File: src/rtl/nic_cmd_pkg.sv
// Package: shared field positions and DMA mode encoding for the command sequencer.
// Assumes an 8-bit command byte whose bit positions are fixed by the host software.
package nic_cmd_pkg;
    localparam int CMD_W      = 8;
    localparam int BIT_HALT   = 0;
    localparam int BIT_RUN    = 1;
    localparam int BIT_TX     = 2;
    localparam int DMA_LSB    = 3;
    localparam int DMA_W      = 3;
    localparam int PAGE_LSB   = 6;
    localparam int PAGE_W     = 2;
    localparam int MODE_W     = 2;

    typedef enum logic [MODE_W-1:0] {
        RDMA_IDLE  = 2'd0,
        RDMA_READ  = 2'd1,
        RDMA_WRITE = 2'd2,
        RDMA_SEND  = 2'd3
    } rdma_mode_e;

    localparam logic [DMA_W-1:0] DMA_FIELD_RST = 3'b100;
endpackage

File: src/rtl/cmd_runstate.sv
// Module: run/halt state and off-line flag.
// Tracks the halt and run bits. The off-line flag is raised only after the halt bit
// is set and both engines report idle. Assumes the busy inputs are synchronous to clk.
module cmd_runstate (
    input  logic clk,
    input  logic rst_n,
    input  logic wr_en,
    input  logic wr_halt,
    input  logic wr_run,
    input  logic tx_busy,
    input  logic rx_busy,
    output logic halt_q,
    output logic run_q,
    output logic offline_q
);
    logic drained;
    logic resume_wr;

    // Engines are quiet and nothing is in flight.
    assign drained   = !tx_busy && !rx_busy;
    // A write that leaves the off-line state.
    assign resume_wr = wr_en && !wr_halt && wr_run;

    // Capture halt/run; a halt keeps an already set run bit.
    always_ff @(posedge clk) begin
        if (!rst_n) begin
            halt_q <= 1'b1;
            run_q  <= 1'b0;
        end else if (wr_en) begin
            halt_q <= wr_halt;
            run_q  <= wr_halt ? (run_q | wr_run) : wr_run;
        end
    end

    // Off-line flag: cleared by a resume write, set once halted and drained.
    always_ff @(posedge clk) begin
        if (!rst_n) begin
            offline_q <= 1'b1;
        end else if (resume_wr) begin
            offline_q <= 1'b0;
        end else if (halt_q && drained) begin
            offline_q <= 1'b1;
        end
    end

    AST_OFFLINE_AFTER_DRAIN: assert property (@(posedge clk) disable iff (!rst_n)
        $rose(offline_q) |-> $past(halt_q && !tx_busy && !rx_busy));
    AST_OFFLINE_CLEAR_BY_RESUME: assert property (@(posedge clk) disable iff (!rst_n)
        $fell(offline_q) |-> $past(wr_en && !wr_halt && wr_run));
    AST_HALT_KEEPS_RUN: assert property (@(posedge clk) disable iff (!rst_n)
        (wr_en && wr_halt && run_q) |=> run_q);
endmodule

File: src/rtl/cmd_txreq.sv
// Module: transmit request bit and start strobe.
// A request is accepted only from a write that also runs the controller, and only
// while no request is pending. The bit self-clears on done or abort from the engine.
module cmd_txreq (
    input  logic clk,
    input  logic rst_n,
    input  logic wr_en,
    input  logic wr_tx,
    input  logic run_ok,
    input  logic tx_done,
    input  logic tx_abort,
    output logic txp_q,
    output logic tx_go_q
);
    logic accept;
    logic finish;

    // A new transmit request is taken.
    assign accept = wr_en && wr_tx && run_ok && !txp_q;
    // The engine has ended the current transmission.
    assign finish = txp_q && (tx_done || tx_abort);

    // Pending bit: an end report wins over a new request; writing 0 does nothing.
    always_ff @(posedge clk) begin
        if (!rst_n) begin
            txp_q <= 1'b0;
        end else if (finish) begin
            txp_q <= 1'b0;
        end else if (accept) begin
            txp_q <= 1'b1;
        end
    end

    // One-cycle start strobe towards the transmit engine.
    always_ff @(posedge clk) begin
        if (!rst_n) tx_go_q <= 1'b0;
        else        tx_go_q <= accept;
    end

    AST_TXGO_ONE_CYCLE: assert property (@(posedge clk) disable iff (!rst_n)
        tx_go_q |=> !tx_go_q);
    AST_TXGO_WITH_PENDING: assert property (@(posedge clk) disable iff (!rst_n)
        tx_go_q |-> txp_q);
    AST_TXP_SELF_CLEAR: assert property (@(posedge clk) disable iff (!rst_n)
        (txp_q && (tx_done || tx_abort)) |=> !txp_q);
endmodule

File: src/rtl/cmd_rdma.sv
// Module: remote DMA command field and transfer mode.
// Starts, aborts and completes remote transfers. Assumes rdma_cnt_zero is a level
// from the external byte counter. Address handling lives outside this block and an
// abort does not rewind it.
module cmd_rdma
    import nic_cmd_pkg::*;
(
    input  logic                clk,
    input  logic                rst_n,
    input  logic                wr_en,
    input  logic [DMA_W-1:0]    wr_cmd,
    input  logic                cnt_zero,
    output logic [DMA_W-1:0]    field_q,
    output rdma_mode_e          mode_q,
    output logic                abort_q
);
    logic wr_abort;
    logic wr_start;
    logic active;

    // A write carrying the abort/complete code.
    assign wr_abort = wr_en && wr_cmd[DMA_W-1];
    // A write carrying one of the three start codes.
    assign wr_start = wr_en && !wr_cmd[DMA_W-1] && (wr_cmd != '0);
    // A transfer is running.
    assign active   = (mode_q != RDMA_IDLE);

    // Field and mode update: abort, then count-zero completion, then idle start.
    always_ff @(posedge clk) begin
        if (!rst_n) begin
            field_q <= DMA_FIELD_RST;
            mode_q  <= RDMA_IDLE;
        end else if (wr_abort) begin
            field_q <= wr_cmd;
            mode_q  <= RDMA_IDLE;
        end else if (active && cnt_zero) begin
            field_q <= {1'b1, field_q[DMA_W-2:0]};
            mode_q  <= RDMA_IDLE;
        end else if (wr_start && !active) begin
            if (cnt_zero) begin
                field_q <= {1'b1, wr_cmd[DMA_W-2:0]};
            end else begin
                field_q <= wr_cmd;
                mode_q  <= rdma_mode_e'(wr_cmd[MODE_W-1:0]);
            end
        end
    end

    // Abort strobe only when a running transfer is cut short.
    always_ff @(posedge clk) begin
        if (!rst_n) abort_q <= 1'b0;
        else        abort_q <= wr_abort && active;
    end

    AST_ABORT_LEAVES_IDLE: assert property (@(posedge clk) disable iff (!rst_n)
        abort_q |-> (mode_q == RDMA_IDLE));
    AST_NO_DIRECT_SWITCH: assert property (@(posedge clk) disable iff (!rst_n)
        (mode_q != RDMA_IDLE) |=> ((mode_q == $past(mode_q)) || (mode_q == RDMA_IDLE)));
    AST_COUNT_ZERO_ENDS: assert property (@(posedge clk) disable iff (!rst_n)
        ((mode_q != RDMA_IDLE) && cnt_zero) |=> ((mode_q == RDMA_IDLE) && field_q[DMA_W-1]));
    AST_IDLE_FIELD_HAS_END: assert property (@(posedge clk) disable iff (!rst_n)
        (mode_q == RDMA_IDLE) |-> (field_q[DMA_W-1] || (field_q == '0)));
endmodule

File: src/rtl/nic_cmd_sequencer.sv
// Module: top of the command sequencer.
// Splits the host byte into its fields and hands them to the run-state, transmit and
// remote DMA sequencers. Holds the page index and assembles the readback.
// Assumes a single host writer and handshake inputs synchronous to clk.
module nic_cmd_sequencer
    import nic_cmd_pkg::*;
(
    input  logic        clk,
    input  logic        rst_n,
    input  logic        wr_en,
    input  logic [7:0]  wr_data,
    input  logic        tx_busy,
    input  logic        rx_busy,
    input  logic        tx_done,
    input  logic        tx_abort,
    input  logic        rdma_cnt_zero,
    output logic [7:0]  rd_data,
    output logic [1:0]  page_sel,
    output logic        tx_go,
    output logic [1:0]  rdma_mode,
    output logic        rdma_abort,
    output logic        rst_done
);
    logic               halt_q;
    logic               run_q;
    logic               txp_q;
    logic [DMA_W-1:0]   dma_field;
    rdma_mode_e         dma_mode;
    logic [PAGE_W-1:0]  page_q;
    logic               run_ok;

    // The same write must release halt and assert run for a transmit to be taken.
    assign run_ok = !wr_data[BIT_HALT] && wr_data[BIT_RUN];

    cmd_runstate u_run (
        .clk       (clk),
        .rst_n     (rst_n),
        .wr_en     (wr_en),
        .wr_halt   (wr_data[BIT_HALT]),
        .wr_run    (wr_data[BIT_RUN]),
        .tx_busy   (tx_busy),
        .rx_busy   (rx_busy),
        .halt_q    (halt_q),
        .run_q     (run_q),
        .offline_q (rst_done)
    );

    cmd_txreq u_tx (
        .clk      (clk),
        .rst_n    (rst_n),
        .wr_en    (wr_en),
        .wr_tx    (wr_data[BIT_TX]),
        .run_ok   (run_ok),
        .tx_done  (tx_done),
        .tx_abort (tx_abort),
        .txp_q    (txp_q),
        .tx_go_q  (tx_go)
    );

    cmd_rdma u_dma (
        .clk      (clk),
        .rst_n    (rst_n),
        .wr_en    (wr_en),
        .wr_cmd   (wr_data[DMA_LSB +: DMA_W]),
        .cnt_zero (rdma_cnt_zero),
        .field_q  (dma_field),
        .mode_q   (dma_mode),
        .abort_q  (rdma_abort)
    );

    // Page index: taken from every write, no other condition.
    always_ff @(posedge clk) begin
        if (!rst_n)     page_q <= '0;
        else if (wr_en) page_q <= wr_data[PAGE_LSB +: PAGE_W];
    end

    assign page_sel  = page_q;
    assign rdma_mode = dma_mode;
    assign rd_data   = {page_q, dma_field, txp_q, run_q, halt_q};

    AST_PAGE_FOLLOWS_WRITE: assert property (@(posedge clk) disable iff (!rst_n)
        wr_en |=> (page_sel == $past(wr_data[7:6])));
    AST_READBACK_HALT: assert property (@(posedge clk) disable iff (!rst_n)
        (wr_en && wr_data[0]) |=> rd_data[0]);
endmodule

File: config.mk
export PLATFORM = sky130hd
export DESIGN_NAME = nic_cmd_sequencer
export DESIGN_NICKNAME = d
export VERILOG_FILES = /design/src/rtl/nic_cmd_pkg.sv /design/src/rtl/cmd_runstate.sv /design/src/rtl/cmd_txreq.sv /design/src/rtl/cmd_rdma.sv /design/src/rtl/nic_cmd_sequencer.sv
export SDC_FILE = /design/constraint.sdc
export NUM_CORES = 1
export LEC_CHECK = 0
export BUFFER_PORTS_ARGS = -buffer_cell sky130_fd_sc_hd__buf_2
export CAP_MARGIN = 20
export CORE_UTILIZATION = 38
export CTS_CLUSTER_DIAMETER = 150
export DETAILED_ROUTE_END_ITERATION = 6
export HOLD_SLACK_MARGIN = 0.03
export PLACE_DENSITY_LB_ADDON = 0.2
export SETUP_SLACK_MARGIN = 0.1
export SYNTH_ARGS = -nofsm -noshare
export SYNTH_HDL_FRONTEND = slang
export SYNTH_SLANG_ARGS = --single-unit
File: constraint.sdc
create_clock -name clk -period 0.9 [get_ports clk]
set_input_delay 0 -clock clk [delete_from_list [all_inputs] [get_ports clk]]
set_output_delay 0 -clock clk [all_outputs]
set_load 0.005 [all_outputs]
==> impl_metrics.toml <==
[run_status]
outcome = "finished, violations left"
violations = "setup timing"

[routing]
drt-initial-drc-count = 18
drcViolationCount = 0
num_vias = 595
first_pass_iters = 4
postRouteAntennaNets = 0
wl_per_cell_um = 11.4
vias_per_cell = 4.92
finalWirelength_mm = 1.38

[logic_synthesis]
ys_ff_latch = 13
synth_edf_count = 0
ys_types = 27
ys.warnings.count = 0
syn_nets = 81
postSynth.asyncResetShare_pct = 0
syn_area_per_cell_sq_um = 9.18
netlist_instances = 65
synth_flop_cell = "dfxtp_1"
yosysSeqAreaShare_pct = 43.6
synth_area_sq_um = 597

[final_layout]
nets = 123
multi_input_comb_area_sq_um = 299
fin_util_pct = 65.9
diodes = 0
area_delta_synth_final_pct = 52.6
mostFrequentLayoutCells = "buf_2, dfxtp_1, dlygate4sd3_1"
final_common_cell = "buf_2"
nFillCells = 122
regArea_sq_um = 268
drive_gt1_share_pct = 47.2

[die]
io_pins = 31
die_h_um = 41.6
dieArea_sq_um = 1730
num_rows = 13
die_w_um = 41.6
initial_core_util_pct = 43.2
core_sq_um = 1380

[worst_setup_path]
worst_ep_required_time_ns = 1.08
arrival_ns = 1.18
endpoint_kind = "flop"
critPathLaunchType = "flop"
reg2reg_slack_ns = -0.10
path_max_fanout = 4
worstSetupPathType = "reg -> reg"

[global_routing]
grt-ovfl-total = 0
track_usage_pct = 17.8
grt_first_pass_wirelength_mm = 2.35
grt_start_max_net_pins = 13
antenna_found_initial = 0
grt_pass1_vias = 548

[clock_network]
clkTransAtPathRegs_ns = 0.09
cts_sinks = 13
clk_latency_ns = 0.29
clock_path_buffers = 2
numCtsBuffers = 3
cts_tree = "yes"
cts-root-buf = "clkbuf_4"
htreeDepth = 1

[pwr]
peakVddDrop_uv = 1020
p_leak_uw = 0.000428
cellPowerDensity_nw_per_um2 = 1320

[sta]
setup_violations = 7
slew_viol_final = 0
fmax_ghz = 0.998
finalSetupTns_ns = -0.425
rsz0062_at_grt = "true"
skew_ns = 0.0106
fin_crit_ns = 1.00
min_period_over_period_pct = 111
worst_slack_ns = -0.102
slew_headroom_pct = 84.9
hold_viol_final = 0
timing.hold.ws_ns = 0.0158
worst_pin_slew_ns = 0.224

[place]
place_ws_ns = -0.105
numPortBuffers = 30
place.gp.congestion = 0.760
dp_hpwl_um = 901

[run]
drv_cap = 0

[min_path]
min_path_type = "in -> reg"
through the flow:
| stage | total power [uW] | cells | area, sq um |
|---|---|---|---|
| 2_1_floorplan | 732 | 65 | 609 |
| 3_5_place_dp | 803 | 107 | 756 |
| 5_1_grt | 1270 | 121 | 911 |
| 3_3_place_gp | 800 | 107 | 756 |
| 4_1_cts | 1200 | 120 | 883 |
| 6_report | 1210 | 121 | 911 |
synthesized netlist by cell type (2+ instances only):
cell type  number  area [sq um]
o21ai_0         3          15.0
dfxtp_1        13           260
o21ai_1         2          10.0
a21oi_1         2          10.0
and2_1          2          12.5
nor2_1          6          22.5
nor2b_1         2          12.5
nand3_1         3          15.0
mux2i_1         4          40.0
nand3b_1        2          15.0
buf_4           5          37.5
nand2_1         6          22.5
path summary, 6_finish.rpt:
kind / startpoint / endpoint / depth (start not counted)
worst max-delay path: u_dma.mode_q[1]$_SDFFE_PP0P_ / u_dma.field_q[2]$_SDFFE_PN1P_ / 3
worst min-delay path: wr_data[0] / u_tx.tx_go_q$_SDFF_PN0_ / 4
worst max register to register: u_dma.mode_q[1]$_SDFFE_PP0P_ / u_dma.field_q[2]$_SDFFE_PN1P_ / 3
worst min register to register: u_tx.txp_q$_SDFFE_PP0P_ / u_tx.tx_go_q$_SDFF_PN0_ / 1
registers in the layout, indices dropped and copies added (netlist names):
register	cells
page_sel	2
u_dma.abort_q	1
u_dma.field_q	3
u_dma.mode_q	2
u_run.halt_q	1
u_run.offline_q	1
u_run.run_q	1
u_tx.tx_go_q	1
u_tx.txp_q	1
worst max-delay path: stages, from the launching register on:
cell and delay (ns):
dfxtp_4 0.37, o21a_1 0.20, nor4_1 0.23, o31ai_1 0.10
power by group:
part | internal [uW] | switching, uW | total, uW
logic | 124 | 90.1 | 214
clock network | 172 | 208 | 380
registers | 599 | 13.9 | 613
total | 895 | 312 | 1210
what timing repair did:
| action | CTS | global route |
|---|---|---|
| hold endpoints to repair | 11 | 2 |
| pin swaps | 5 | 2 |
| resized for setup | 4 | 7 |
| setup endpoints to repair | 8 | 12 |
| buffers inserted | 2 | 0 |
| hold buffers | 7 | 1 |
| gates cloned | 0 | 0 |
layer usage:
layer  wire length (um)  global-route usage, %
met4                  0                   1.94
met5                  0                      0
met2                663                   30.6
met1                603                   20.8
met3                111                   8.26
kinds of logic after synthesis:
logic type / after synthesis / share of synthesized area (%)
AOI/OAI and AO/OA: 11 / 10.7
buffers and inverters: 8 / 9.43
DFF: 13 / 43.6
muxes: 4 / 6.71
and+or+nand+nor: 29 / 29.6
area by class of cell:
| type | count | share of cell area (%) |
|---|---|---|
| Inverter | 1 | 0.412 |
| Multi-Input combinational cell | 44 | 32.8 |
| Sequential cell | 13 | 29.4 |
| Tap cell | 15 | 2.06 |
| Timing Repair Buffer | 44 | 32.4 |
| Clock buffer | 4 | 2.88 |
Power figures use the tool's default switching activity.
